## src/rtl/fwb_pkg.sv

```systemverilog
package fwb_pkg;

    localparam int ADDR_W_DEF = 20;
    localparam int BUS_W_DEF  = 32;
    localparam int LINE_W_DEF = 128;
    localparam int WS_W_DEF   = 3;

    typedef enum logic {
        ST_IDLE  = 1'b0,
        ST_FETCH = 1'b1
    } fwb_state_e;

    function automatic int ws_max(input int w);
        return (1 << w) - 1;
    endfunction

endpackage

```

## src/rtl/fwb_wait_timer.sv

```systemverilog
module fwb_wait_timer #(
    parameter int WS_W = fwb_pkg::WS_W_DEF
) (
    input  logic            clk,
    input  logic            rst,
    input  logic            start,
    input  logic [WS_W-1:0] load_val,
    output logic            busy,
    output logic            done
);

    logic [WS_W-1:0] cnt_q;
    logic            busy_q;

    assign busy = busy_q;
    assign done = busy_q && (cnt_q == '0);

    always_ff @(posedge clk) begin
        if (rst) begin
            busy_q <= 1'b0;
            cnt_q  <= '0;
        end else if (start) begin
            busy_q <= 1'b1;
            cnt_q  <= load_val;
        end else if (done) begin
            busy_q <= 1'b0;
        end else if (busy_q) begin
            cnt_q <= cnt_q - 1'b1;
        end
    end


    timer_hold_chk: assert property (@(posedge clk) disable iff (rst)
        (busy && !done && !start) |=> busy);


    timer_start_chk: assert property (@(posedge clk) disable iff (rst)
        start |=> busy);

endmodule

```

## src/rtl/fwb_line_store.sv

```systemverilog
module fwb_line_store #(
    parameter int TAG_W  = 16,
    parameter int LINE_W = fwb_pkg::LINE_W_DEF
) (
    input  logic              clk,
    input  logic              rst,
    input  logic              inv,
    input  logic              load,
    input  logic [TAG_W-1:0]  load_tag,
    input  logic [LINE_W-1:0] load_line,
    output logic              valid,
    output logic [TAG_W-1:0]  tag,
    output logic [LINE_W-1:0] line
);

    logic              valid_q;
    logic [TAG_W-1:0]  tag_q;
    logic [LINE_W-1:0] line_q;

    assign valid = valid_q;
    assign tag   = tag_q;
    assign line  = line_q;

    always_ff @(posedge clk) begin
        if (rst) begin
            valid_q <= 1'b0;
            tag_q   <= '0;
            line_q  <= '0;
        end else begin
            if (load) begin
                tag_q  <= load_tag;
                line_q <= load_line;
            end
            if (inv) begin
                valid_q <= 1'b0;
            end else if (load) begin
                valid_q <= 1'b1;
            end
        end
    end


    flush_clears_chk: assert property (@(posedge clk) disable iff (rst)
        inv |=> !valid);


    load_sets_chk: assert property (@(posedge clk) disable iff (rst)
        (load && !inv) |=> (valid && tag == $past(load_tag)));

endmodule

```

## src/rtl/fwb_flash_rdbuf.sv

```systemverilog
module fwb_flash_rdbuf
    import fwb_pkg::*;
#(
    parameter int ADDR_W = ADDR_W_DEF,
    parameter int BUS_W  = BUS_W_DEF,
    parameter int LINE_W = LINE_W_DEF,
    parameter int WS_W   = WS_W_DEF,
    localparam int LANES     = LINE_W / BUS_W,
    localparam int LANE_BITS = $clog2(LANES),
    localparam int BYTE_BITS = $clog2(BUS_W / 8),
    localparam int OFF_BITS  = BYTE_BITS + LANE_BITS,
    localparam int TAG_W     = ADDR_W - OFF_BITS
) (
    input  logic              clk,
    input  logic              rst,
    input  logic              bus_req,
    input  logic [ADDR_W-1:0] bus_addr,
    output logic              bus_ack,
    output logic [BUS_W-1:0]  bus_rdata,
    input  logic              ws_wr,
    input  logic [WS_W-1:0]   ws_wdata,
    output logic [WS_W-1:0]   ws_value,
    input  logic              flush,
    output logic              fl_rd,
    output logic [TAG_W-1:0]  fl_addr,
    input  logic [LINE_W-1:0] fl_rdata
);

    localparam logic [WS_W-1:0] WS_RESET = WS_W'(ws_max(WS_W));

    fwb_state_e        state_q;
    logic [TAG_W-1:0]  pend_tag_q;
    logic              fl_rd_q;
    logic [WS_W-1:0]   ws_q;

    logic              buf_valid;
    logic [TAG_W-1:0]  buf_tag;
    logic [LINE_W-1:0] buf_line;
    logic              tmr_busy;
    logic              tmr_done;

    logic [TAG_W-1:0]     req_tag;
    logic [LANE_BITS-1:0] lane_idx;
    logic                 hit;
    logic                 miss_start;
    logic                 capture;
    logic [BUS_W-1:0]     lane_data [LANES];

    assign req_tag    = bus_addr[ADDR_W-1:OFF_BITS];
    assign lane_idx   = bus_addr[BYTE_BITS +: LANE_BITS];
    assign hit        = buf_valid && (buf_tag == req_tag);
    assign miss_start = (state_q == ST_IDLE) && bus_req && !hit;
    assign capture    = (state_q == ST_FETCH) && tmr_done;

    generate
        for (genvar g = 0; g < LANES; g++) begin : g_lane
            assign lane_data[g] = buf_line[g*BUS_W +: BUS_W];
        end
    endgenerate

    assign bus_ack   = (state_q == ST_IDLE) && bus_req && hit;
    assign bus_rdata = lane_data[lane_idx];
    assign ws_value  = ws_q;
    assign fl_rd     = fl_rd_q;
    assign fl_addr   = pend_tag_q;

    always_ff @(posedge clk) begin
        if (rst) begin
            state_q    <= ST_IDLE;
            pend_tag_q <= '0;
            fl_rd_q    <= 1'b0;
            ws_q       <= WS_RESET;
        end else begin
            fl_rd_q <= miss_start;
            if (ws_wr) begin
                ws_q <= ws_wdata;
            end
            case (state_q)
                ST_IDLE: begin
                    if (miss_start) begin
                        state_q    <= ST_FETCH;
                        pend_tag_q <= req_tag;
                    end
                end
                ST_FETCH: begin
                    if (tmr_done) begin
                        state_q <= ST_IDLE;
                    end
                end
                default: state_q <= ST_IDLE;
            endcase
        end
    end

    fwb_wait_timer #(
        .WS_W(WS_W)
    ) timer_i (
        .clk      (clk),
        .rst      (rst),
        .start    (miss_start),
        .load_val (ws_q),
        .busy     (tmr_busy),
        .done     (tmr_done)
    );

    fwb_line_store #(
        .TAG_W (TAG_W),
        .LINE_W(LINE_W)
    ) store_i (
        .clk       (clk),
        .rst       (rst),
        .inv       (flush),
        .load      (capture),
        .load_tag  (pend_tag_q),
        .load_line (fl_rdata),
        .valid     (buf_valid),
        .tag       (buf_tag),
        .line      (buf_line)
    );


    reset_state_chk: assert property (@(posedge clk)
        ($past(rst) && !rst) |-> (ws_value == WS_RESET && !buf_valid));


    hit_no_flash_chk: assert property (@(posedge clk) disable iff (rst)
        bus_ack |=> !fl_rd);


    fl_rd_pulse_chk: assert property (@(posedge clk) disable iff (rst)
        fl_rd |=> !fl_rd);


    fetch_addr_stable_chk: assert property (@(posedge clk) disable iff (rst)
        (state_q == ST_FETCH && $past(state_q) == ST_FETCH) |-> $stable(fl_addr));


    fetch_has_timer_chk: assert property (@(posedge clk) disable iff (rst)
        (state_q == ST_FETCH) |-> tmr_busy);

endmodule

```

## config.mk

```make
export PLATFORM = sky130hd
export DESIGN_NAME = fwb_flash_rdbuf
export DESIGN_NICKNAME = d
export VERILOG_FILES = /design/src/rtl/fwb_pkg.sv /design/src/rtl/fwb_wait_timer.sv /design/src/rtl/fwb_line_store.sv /design/src/rtl/fwb_flash_rdbuf.sv
export SDC_FILE = /design/constraint.sdc
export NUM_CORES = 1
export LEC_CHECK = 0
export BUFFER_PORTS_ARGS = -buffer_cell sky130_fd_sc_hd__buf_2
export CAP_MARGIN = 0
export CORE_MARGIN = 5
export CORE_UTILIZATION = 35
export DETAILED_ROUTE_END_ITERATION = 10
export SLEW_MARGIN = 5
export SYNTH_ARGS = -nofsm -noshare
export SYNTH_HDL_FRONTEND = slang
export SYNTH_SLANG_ARGS = --single-unit
```

## constraint.sdc

```tcl
create_clock -name clk -period 1.9 [get_ports clk]
set_input_delay 0.38 -clock clk [delete_from_list [all_inputs] [get_ports clk]]
set_output_delay 0.38 -clock clk [all_outputs]
set_load 0.05 [all_outputs]
```

==> impl_metrics.py, run 1 <==
metrics = {
    "status": {
        "status": "finished with violations",
        "violations": "setup timing",
    },
    "floorplan": {
        "core-area_um2": 20200,
        "die_y_um": 153,
        "rows": 52,
        "start_util": 0.356,
        "die_width_um": 153,
        "num_io_pins": 209,
        "die_area_um2": 23500,
    },
    "synth": {
        "ys_async_sr_fraction": 0,
        "yosysMostFrequentCell": "nand2_1",
        "synthCells": 852,
        "yosysWarnings": 0,
        "synth_top_area_cell": "dfxtp_1",
        "synth_flop_cell": "dfxtp_1",
        "synth_edf_count": 0,
        "syn-cell-area_um2": 7200,
        "synth_seq_cells": 170,
        "ys_seq_area_frac": 0.473,
        "synthTopCellsByCount": "nand2_1 (330), dfxtp_1 (170), a21oi_1 (147)",
        "yosys.area.top_type_share": 0.473,
        "ys_top_cells_by_area": "dfxtp_1 (47%), nand2_1 (17%), a21oi_1 (10%)",
        "ys_types": 34,
        "syn_avg_cell_area_um2": 8.45,
        "syn_nets": 1010,
    },
    "global_routing": {
        "met3_usage": 0.0475,
        "grt_pass1_wl_um": 32000,
        "grt.busiest_layer": "met2",
        "overflow": 0,
        "antenna_found_initial": 3,
        "gr-usage-met1": 0.226,
        "grt_pass1_vias": 6086,
        "grt_max_degree": 85,
        "met2_usage": 0.261,
        "grtUsageTotal": 0.167,
    },
    "cts": {
        "cts.path.max_buffers": 2,
        "clkSinkCount": 170,
        "htreeDepth": 4,
        "numCtsBuffers": 17,
        "clk_latency_ns": 0.43,
        "cts.hold.buffers_added": 0,
        "path_clk_slew_ns": 0.07,
        "cts_tree": "built",
        "root_buffer": "clkbuf_16",
    },
    "power": {
        "p_comb_frac": 0.117,
        "leakage_uw": 0.00358,
        "sw_frac_of_total": 0.268,
        "power.total_uw": 8440,
        "p_int_uw": 6180,
        "max-vdd-ir-drop_mv": 0.552,
        "seqPwrFrac": 0.444,
        "powerDensity_nw_per_um2": 899,
        "clkPwrFrac": 0.439,
        "p_sw_uw": 2260,
    },
    "critical_path": {
        "path_max_fanout": 2,
        "arrival_ns": 1.85,
        "crit_type": "reg -> out",
        "endpoint_kind": "output pin",
        "critPathRequiredTime_ns": 1.52,
        "startpoint_type": "flop",
    },
    "final_layout": {
        "synthToLayoutAreaGrowth_pct": 30.5,
        "nets": 1196,
        "final_cell_area_um2": 9390,
        "drive_gt1_frac": 0.296,
    },
    "routing": {
        "drcViolationCount": 0,
        "viasPerCell": 4.92,
        "antenna_left": 0,
        "drt_iter0_drc": 331,
        "wl_per_cell_um": 15.5,
        "totalWireLength_um": 20400,
        "drtPass1Iterations": 4,
        "dr_total_vias": 6502,
    },
    "timing": {
        "setup_viol": 1,
        "relSlewSlack": 0.731,
        "setup_ws_ns": -0.331,
        "setup_tns_ns": -0.331,
        "drv_slew": 0,
        "fmax_ghz": 0.448,
        "hold_viol": 0,
        "period_needed_ns": 2.23,
        "worst_slew_pin_slew_ns": 0.403,
        "skew_ns": 0.0136,
        "whs_ns": 0.128,
        "rsz0062_at_grt": "yes",
        "timing.final.crit_share": 1.17,
    },
    "min_path": {
        "hold_class": "in -> reg",
    },
    "place": {
        "dpl.hpwl_um": 14100,
        "port_buffers": 206,
        "placed_cell_area_um2": 8660,
        "place.gp.congestion": 0.777,
    },
    "job": {
        "max_cap_viol_count": 0,
    },
}
==> power by group through the flow <==
| stage | Sequential [uW] | Combinational [uW] | Clock (uW) |
|---|---|---|---|
| floorplan | 3960 | 449 | 0 |
| detailed placement | 3830 | 980 | 0 |
| finish | 3750 | 989 | 3700 |
| global placement | 3830 | 975 | 0 |
| CTS | 3750 | 995 | 3810 |
| global route | 3760 | 1070 | 3950 |
==> cell type report <==
class / count / area (um2)
Tap cell: 270 / 338
Clock inverter: 15 / 200
Sequential cell: 170 / 3400
Fill cell: 2011 / 10800
Multi-Input combinational cell: 606 / 3510
Clock buffer: 17 / 425
Antenna cell: 1 / 2.50
Timing Repair Buffer: 238 / 1490
Inverter: 5 / 18.8
==> critical path: stages, from the launching register on <==
cell and delay (ns):
dfxtp_2 0.32, xor2_1 0.17, nor4_2 0.36, and3_1 0.25
nand2_2 0.07, nor2_4 0.10, buf_8 0.15
==> path summary, 6_finish.rpt <==
check	startpoint	to	slack [ns]	depth (start not counted)
hold / removal	flush	store_i.valid	0.13	2
setup reg to reg	store_i.tag[5]	timer_i.cnt_q[0]	0.13	7
hold reg to reg	store_i.line[94]	store_i.line[94]	0.45	2
setup / recovery	store_i.tag[14]	bus_ack	-0.33	6
==> logic make-up after synthesis <==
logic type,after synthesis,share of synthesized area
simple gates,365,0.205
compound gates,188,0.151
xor+xnor,15,0.0183
fa+ha+maj,2,0.00348
buf+inv,76,0.0435
mux,36,0.106
flops,170,0.473
==> per-stage QoR <==
step	setup slack, ns	instances	util
6_report	-0.331	1322	0.464
5_1_grt	-0.413	1322	0.464
4_1_cts	-0.369	1321	0.462
3_5_place_dp	-0.178	1287	0.428
3_3_place_gp	-0.192	1287	0.428
2_1_floorplan	-0.0725	852	-
==> flip-flops by register name (all words and copies together), names as in the netlist <==
signal	count
timer_i.cnt_q	3
ws_value	3
store_i.valid	1
fl_rd	1
timer_i.busy	1
store_i.line	128
fl_addr	16
state_q	1
store_i.tag	16
==> per-layer routing <==
metal  part of all wire  up-vias
met5             0.0014        -
met4              0.012        4
met3              0.056       18
met1               0.45     3018
li1                   -     3291
met2               0.48      171
==> timing repair <==
item	in CTS	in global routing
setup buffers	1	0
cloned	1	0
resized for setup	10	18
endpoints found under the setup margin	25	15
pin swaps	2	0
==> cells in the final DEF (no fill, tap or decap), types with 4 or more instances in the layout <==
master     Yosys  layout
nand2_1      330     329
a211oi_1       4       4
inv_1          4       4
xnor2_1        5       5
nor3b_1       14      14
inv_6          0       5
o311ai_1      16      16
dfxtp_1      170     169
buf_12         0      12
mux4_2        32      32
xor2_1        10      10
clkbuf_16      0      17
a32oi_1       16      16
buf_4          0      27
buf_2         16     194
mux2i_1        4       4
nor3_1         4       4
a21oi_1      147     147
Note: power is estimated with default switching activity, not from simulation.
==> run 2, diff against run 1 <==
--- a/config.mk
+++ b/config.mk
@@ -5,11 +5,13 @@
 export SDC_FILE = /design/constraint.sdc
 export NUM_CORES = 1
 export LEC_CHECK = 0
+export ABC_CLOCK_PERIOD_IN_PS = 1900
 export BUFFER_PORTS_ARGS = -buffer_cell sky130_fd_sc_hd__buf_2
 export CAP_MARGIN = 0
 export CORE_MARGIN = 5
 export CORE_UTILIZATION = 35
 export DETAILED_ROUTE_END_ITERATION = 10
+export RECOVER_POWER = 50
 export SLEW_MARGIN = 5
 export SYNTH_ARGS = -nofsm -noshare
 export SYNTH_HDL_FRONTEND = slang
==> impl_metrics.py, run 2 (synthesized netlist as in run 1, its figures left out) <==
metrics = {
    "power": {
        "p_sw_uw": 2260,
        "seqPwrFrac": 0.445,
        "max-vdd-ir-drop_mv": 0.554,
        "clkPwrFrac": 0.440,
        "p_comb_frac": 0.115,
        "powerDensity_nw_per_um2": 902,
        "leakage_uw": 0.00350,
        "sw_frac_of_total": 0.268,
        "p_int_uw": 6160,
    },
    "timing": {
        "drv_slew": 0,
        "setup_ws_ns": -0.337,
        "rsz0062_at_grt": "yes",
        "whs_ns": 0.126,
        "hold_viol": 0,
        "setup_viol": 1,
        "fmax_ghz": 0.447,
        "skew_ns": 0.0143,
        "worst_slew_pin_slew_ns": 0.682,
        "timing.final.crit_share": 1.18,
        "relSlewSlack": 0.547,
        "period_needed_ns": 2.24,
    },
    "final_layout": {
        "layout_common_cells": "nand2_1 (329), buf_2 (174), dfxtp_1 (169)",
        "seq_area_um2": 3400,
        "synthToLayoutAreaGrowth_pct": 29.9,
        "final_cell_area_um2": 9350,
        "largest_reg_flops": 128,
        "drive_gt1_frac": 0.277,
        "multi_input_area_um2": 3510,
        "fillCellCount": 2022,
        "nets": 1196,
        "layout_commonest_cell": "nand2_1",
    },
    "floorplan": {
        "rows": 52,
        "die_area_um2": 23500,
        "start_util": 0.356,
        "die_width_um": 153,
        "core-area_um2": 20200,
        "num_io_pins": 209,
        "die_y_um": 153,
    },
    "job": {
        "max_cap_viol_count": 0,
    },
    "global_routing": {
        "grt_pass1_wl_um": 32000,
        "grt_pass1_vias": 6086,
        "grtUsageTotal": 0.167,
        "grt_max_degree": 85,
        "antenna_found_initial": 3,
        "overflow": 0,
    },
    "cts": {
        "cts_tree": "built",
        "numCtsBuffers": 17,
        "path_clk_slew_ns": 0.07,
        "clkSinkCount": 170,
        "htreeDepth": 4,
        "clk_latency_ns": 0.43,
        "root_buffer": "clkbuf_16",
        "cts.hold.buffers_added": 0,
        "cts.path.max_buffers": 2,
    },
    "place": {
        "placed_cell_area_um2": 8660,
        "dpl.hpwl_um": 14100,
        "place.gp.congestion": 0.777,
        "dp_slack_ns": -0.178,
        "port_buffers": 206,
    },
    "critical_path": {
        "crit_type": "reg -> out",
        "cpPeakStageDelay_ns": 0.36,
        "path_buf_inv": 1,
        "critPathRequiredTime_ns": 1.52,
        "arrival_ns": 1.86,
        "path_max_fanout": 2,
        "endpoint_kind": "output pin",
        "startpoint_type": "flop",
        "crit_family": "simple AND/OR/NAND/NOR gates",
        "worstPathCellList": "xor2_1 > nor4_2 > and3_1 > nand2_2 > nor2_4 > buf_8",
        "critical-path-slowest-cell": "nor4_2",
    },
    "routing": {
        "drtPass1Iterations": 4,
        "totalWireLength_um": 20400,
        "drcViolationCount": 0,
        "antenna_left": 0,
        "dr_total_vias": 6512,
        "viasPerCell": 4.93,
        "drt_iter0_drc": 339,
        "wl_per_cell_um": 15.4,
    },
    "min_path": {
        "hold_class": "in -> reg",
    },
    "status": {
        "status": "finished with violations",
        "violations": "setup timing",
    },
}
[run 2: stage by stage]
| step | setup TNS, ns | utilization | total power, uW | instances |
|---|---|---|---|---|
| floorplan | -2.17 | - | 4410 | 852 |
| global placement | -0.584 | 0.428 | 4800 | 1287 |
| detailed placement | -0.548 | 0.428 | 4810 | 1287 |
| CTS | -0.369 | 0.462 | 8550 | 1321 |
| global route | -1.04 | 0.462 | 8770 | 1322 |
| finish | -0.337 | 0.462 | 8430 | 1322 |
[run 2: worst reg2reg max path: stages, from the launching register on]
cell and delay [ns]:
dfxtp_1 0.31, inv_1 0.07, ha_1 0.21, nor2b_1 0.15, clkbuf_1 0.13, nand3_4 0.10
buf_8 0.40, nand2_1 0.20, a21oi_1 0.16
[run 2: layer usage]
layer,vias up,part of all wire,GRT usage,wire length [um]
met4,4,0.012,0.0492,242
met5,-,0.0014,0,28
met1,3043,0.46,0.226,9310
met3,18,0.051,0.0475,1050
li1,3292,-,-,-
met2,155,0.48,0.261,9760
[run 2: cell type report]
class	count	area share
Antenna cell	1	0.000268
Clock buffer	17	0.0455
Clock inverter	15	0.0214
Inverter	5	0.00201
Multi-Input combinational cell	606	0.376
Sequential cell	170	0.364
Tap cell	270	0.0361
Timing Repair Buffer	238	0.154
[run 2: final timing paths]
check                                       from  cells past startpoint  slack (ns)          endpoint
worst max-delay path             store_i.tag[14]                      6       -0.34           bus_ack
worst min-delay path                       flush                      2        0.13     store_i.valid
worst max register to register  timer_i.cnt_q[0]                      8        0.11  store_i.line[74]
worst min register to register  store_i.line[94]                      2        0.45  store_i.line[94]
[run 2: power by group through the flow]
stage,combinational [uW],sequential [uW],clock [uW]
5_1_grt,1050,3760,3950
4_1_cts,995,3750,3810
3_5_place_dp,980,3830,0
3_3_place_gp,975,3830,0
2_1_floorplan,449,3960,0
6_report,970,3750,3710
[run 2: what timing repair did]
| action | in CTS | in global routing |
|---|---|---|
| resized for setup | 10 | 18 |
| gates cloned | 1 | 0 |
| pin swaps | 2 | 0 |
| setup buffers | 1 | 0 |
| endpoints found under the setup margin | 25 | 15 |
==> run 3, diff against run 2 <==
--- a/config.mk
+++ b/config.mk
@@ -15,4 +15,5 @@
 export SLEW_MARGIN = 5
 export SYNTH_ARGS = -nofsm -noshare
 export SYNTH_HDL_FRONTEND = slang
+export SYNTH_HIERARCHICAL = 1
 export SYNTH_SLANG_ARGS = --single-unit
==> impl_metrics.py, run 3 <==
metrics = {
    "status": {
        "status": "finished with violations",
        "violations": "setup timing",
    },
    "synth": {
        "synth_top_area_cell": "dfxtp_1",
        "ys_top_cells_by_area": "dfxtp_1 (45%), mux2i_1 (22%), mux4_2 (9.5%)",
        "syn_avg_cell_area_um2": 11.0,
        "ys_async_sr_fraction": 0,
        "yosys.area.top_type_share": 0.451,
        "syn_nets": 846,
        "ys_seq_area_frac": 0.451,
        "yosysWarnings": 6,
        "synthTopCellsByCount": "dfxtp_1 (170), mux2i_1 (163), nor2_1 (149)",
        "synth_seq_cells": 170,
        "synth_edf_count": 0,
        "yosysMostFrequentCell": "dfxtp_1",
        "ys_types": 36,
        "synth_flop_cell": "dfxtp_1",
        "syn-cell-area_um2": 7550,
        "synthCells": 688,
    },
    "routing": {
        "dr_total_vias": 5745,
        "totalWireLength_um": 19600,
        "antenna_left": 0,
        "wl_per_cell_um": 16.4,
        "drcViolationCount": 0,
        "drt_iter0_drc": 310,
        "drtPass1Iterations": 6,
        "viasPerCell": 4.80,
    },
    "global_routing": {
        "grt_pass1_vias": 5628,
        "antenna_found_initial": 2,
        "grtUsageTotal": 0.155,
        "overflow": 0,
        "grt_pass1_wl_um": 30200,
        "grt_max_degree": 87,
    },
    "timing": {
        "setup_ws_ns": -0.447,
        "skew_ns": 0.0144,
        "drv_slew": 0,
        "relSlewSlack": 0.569,
        "rsz0062_at_grt": "yes",
        "hold_viol": 0,
        "fmax_ghz": 0.426,
        "period_needed_ns": 2.35,
        "setup_viol": 97,
        "worst_slew_pin_slew_ns": 0.650,
        "whs_ns": 0.125,
        "timing.final.crit_share": 1.24,
    },
    "final_layout": {
        "layout_commonest_cell": "buf_2",
        "fin_cells": 1197,
        "n_antenna_cell": 0,
        "layout_common_cells": "buf_2 (179), mux2i_1 (163), dfxtp_1 (163)",
        "synthToLayoutAreaGrowth_pct": 30.1,
        "nets": 1067,
        "fillCellCount": 2035,
        "largest_reg_flops": 128,
        "drive_gt1_frac": 0.359,
        "utilization": 0.464,
    },
    "min_path": {
        "hold_class": "in -> reg",
        "hold_start": "flush",
        "whs_path_depth": 2,
        "whs_endpoint": "store_i/valid",
    },
    "floorplan": {
        "start_util": 0.357,
        "die_y_um": 157,
        "rows": 53,
        "num_io_pins": 209,
        "die_area_um2": 24600,
        "core-area_um2": 21200,
        "die_width_um": 157,
    },
    "critical_path": {
        "regToRegEndpoint": "timer_i/cnt_q[1]",
        "startpoint_type": "flop",
        "r2r_cells": 9,
        "critPathRequiredTime_ns": 1.52,
        "endpoint_kind": "output pin",
        "crit_type": "reg -> out",
        "r2r-start": "store_i/tag[4]",
        "path_max_fanout": 2,
        "regToRegSetupSlack_ns": -0.26,
        "arrival_ns": 1.97,
    },
    "cts": {
        "path_clk_slew_ns": 0.07,
        "htreeDepth": 4,
        "clkSinkCount": 170,
        "clk_latency_ns": 0.44,
        "cts.path.max_buffers": 2,
        "cts.hold.buffers_added": 0,
        "cts_tree": "built",
        "numCtsBuffers": 17,
        "root_buffer": "clkbuf_16",
    },
    "place": {
        "dp_cells": 1157,
        "dpl.hpwl_um": 14200,
        "port_buffers": 206,
        "place.gp.congestion": 0.817,
    },
    "power": {
        "power.total_uw": 8240,
        "max-vdd-ir-drop_mv": 0.556,
        "powerDensity_nw_per_um2": 839,
        "leakage_uw": 0.00378,
    },
    "job": {
        "max_cap_viol_count": 0,
    },
}
[run 3: changes by cell type after synthesis, moves of 11 or more]
cell      change
nand2_1     -308
mux2i_1     +159
nor2_1      +145
a21oi_1     -144
clkbuf_1     -36
nor3b_1      +18
o311ai_1     -16
buf_6        +11
xnor2_1      +11
[run 3: cell type report]
| cell class | instances | area [um2] | share of cell area |
|---|---|---|---|
| clock inverter | 15 | 158 | 0.0160 |
| tap | 275 | 344 | 0.0350 |
| inverter | 6 | 25.0 | 0.00255 |
| clock buffer | 17 | 425 | 0.0433 |
| timing repair buffer | 254 | 1580 | 0.161 |
| multi-input combinational | 460 | 3880 | 0.395 |
| sequential | 170 | 3410 | 0.347 |
[run 3: worst max path at each step]
stage	startpoint	to	slack (ns)
floorplan	bus_addr[2]	bus_rdata[0]	-0.07
CTS	store_i/tag[4]	bus_ack	-0.47
finish	store_i/tag[4]	bus_ack	-0.45
global route	store_i/tag[14]	bus_ack	-0.56
detailed placement	bus_addr[14]	bus_ack	-0.36
global placement	bus_addr[17]	bus_ack	-0.32
[run 3: cell families after synthesis]
family          after synthesis  share of synthesized area
compound gates               26                     0.0288
mux                         195                      0.311
flops                       170                      0.451
simple gates                221                      0.135
fa+ha+maj                     2                    0.00331
buf+inv                      58                     0.0522
xor+xnor                     16                     0.0186
[run 3: per-stage QoR]
step	TNS [ns]	area [um2]	setup WS, ns
2_1_floorplan	-2.24	7630	-0.0725
3_3_place_gp	-2.93	9100	-0.317
3_5_place_dp	-3.29	9100	-0.356
4_1_cts	-1.57	9800	-0.472
5_1_grt	-25.60	9820	-0.556
6_report	-3.12	9820	-0.447
[run 3: routing by layer]
metal / part of all wire / vias to the layer above / GRT usage
met3: 0.070 / 22 / 0.0489
met4: 0.012 / 4 / 0.0413
met1: 0.46 / 2691 / 0.211
met2: 0.46 / 155 / 0.239
met5: 0.0011 / - / 0
li1: - / 2873 / -
[run 3: timing repair]
| action | 4_1_cts | 5_1_grt |
|---|---|---|
| gates resized for setup | 20 | 16 |
| cloned | 0 | 2 |
| buffers inserted | 5 | 1 |
| pin swaps | 4 | 4 |
| endpoints found under the setup margin | 7 | 152 |
[run 3: worst max-delay path: stages, from the launching register on]
cell,delay (ns)
dfxtp_2,0.34
xnor2_2,0.16
nand4_1,0.12
or4_4,0.55
nor3_4,0.18
buf_6,0.19
[run 3: power by group]
| part | leakage (uW) | total [uW] | switching (uW) | internal (uW) |
|---|---|---|---|---|
| clock network | 0.000275 | 3400 | 1650 | 1750 |
| logic | 0.00213 | 1090 | 626 | 461 |
| registers | 0.00138 | 3750 | 80.7 | 3670 |
| total | 0.00378 | 8240 | 2360 | 5890 |
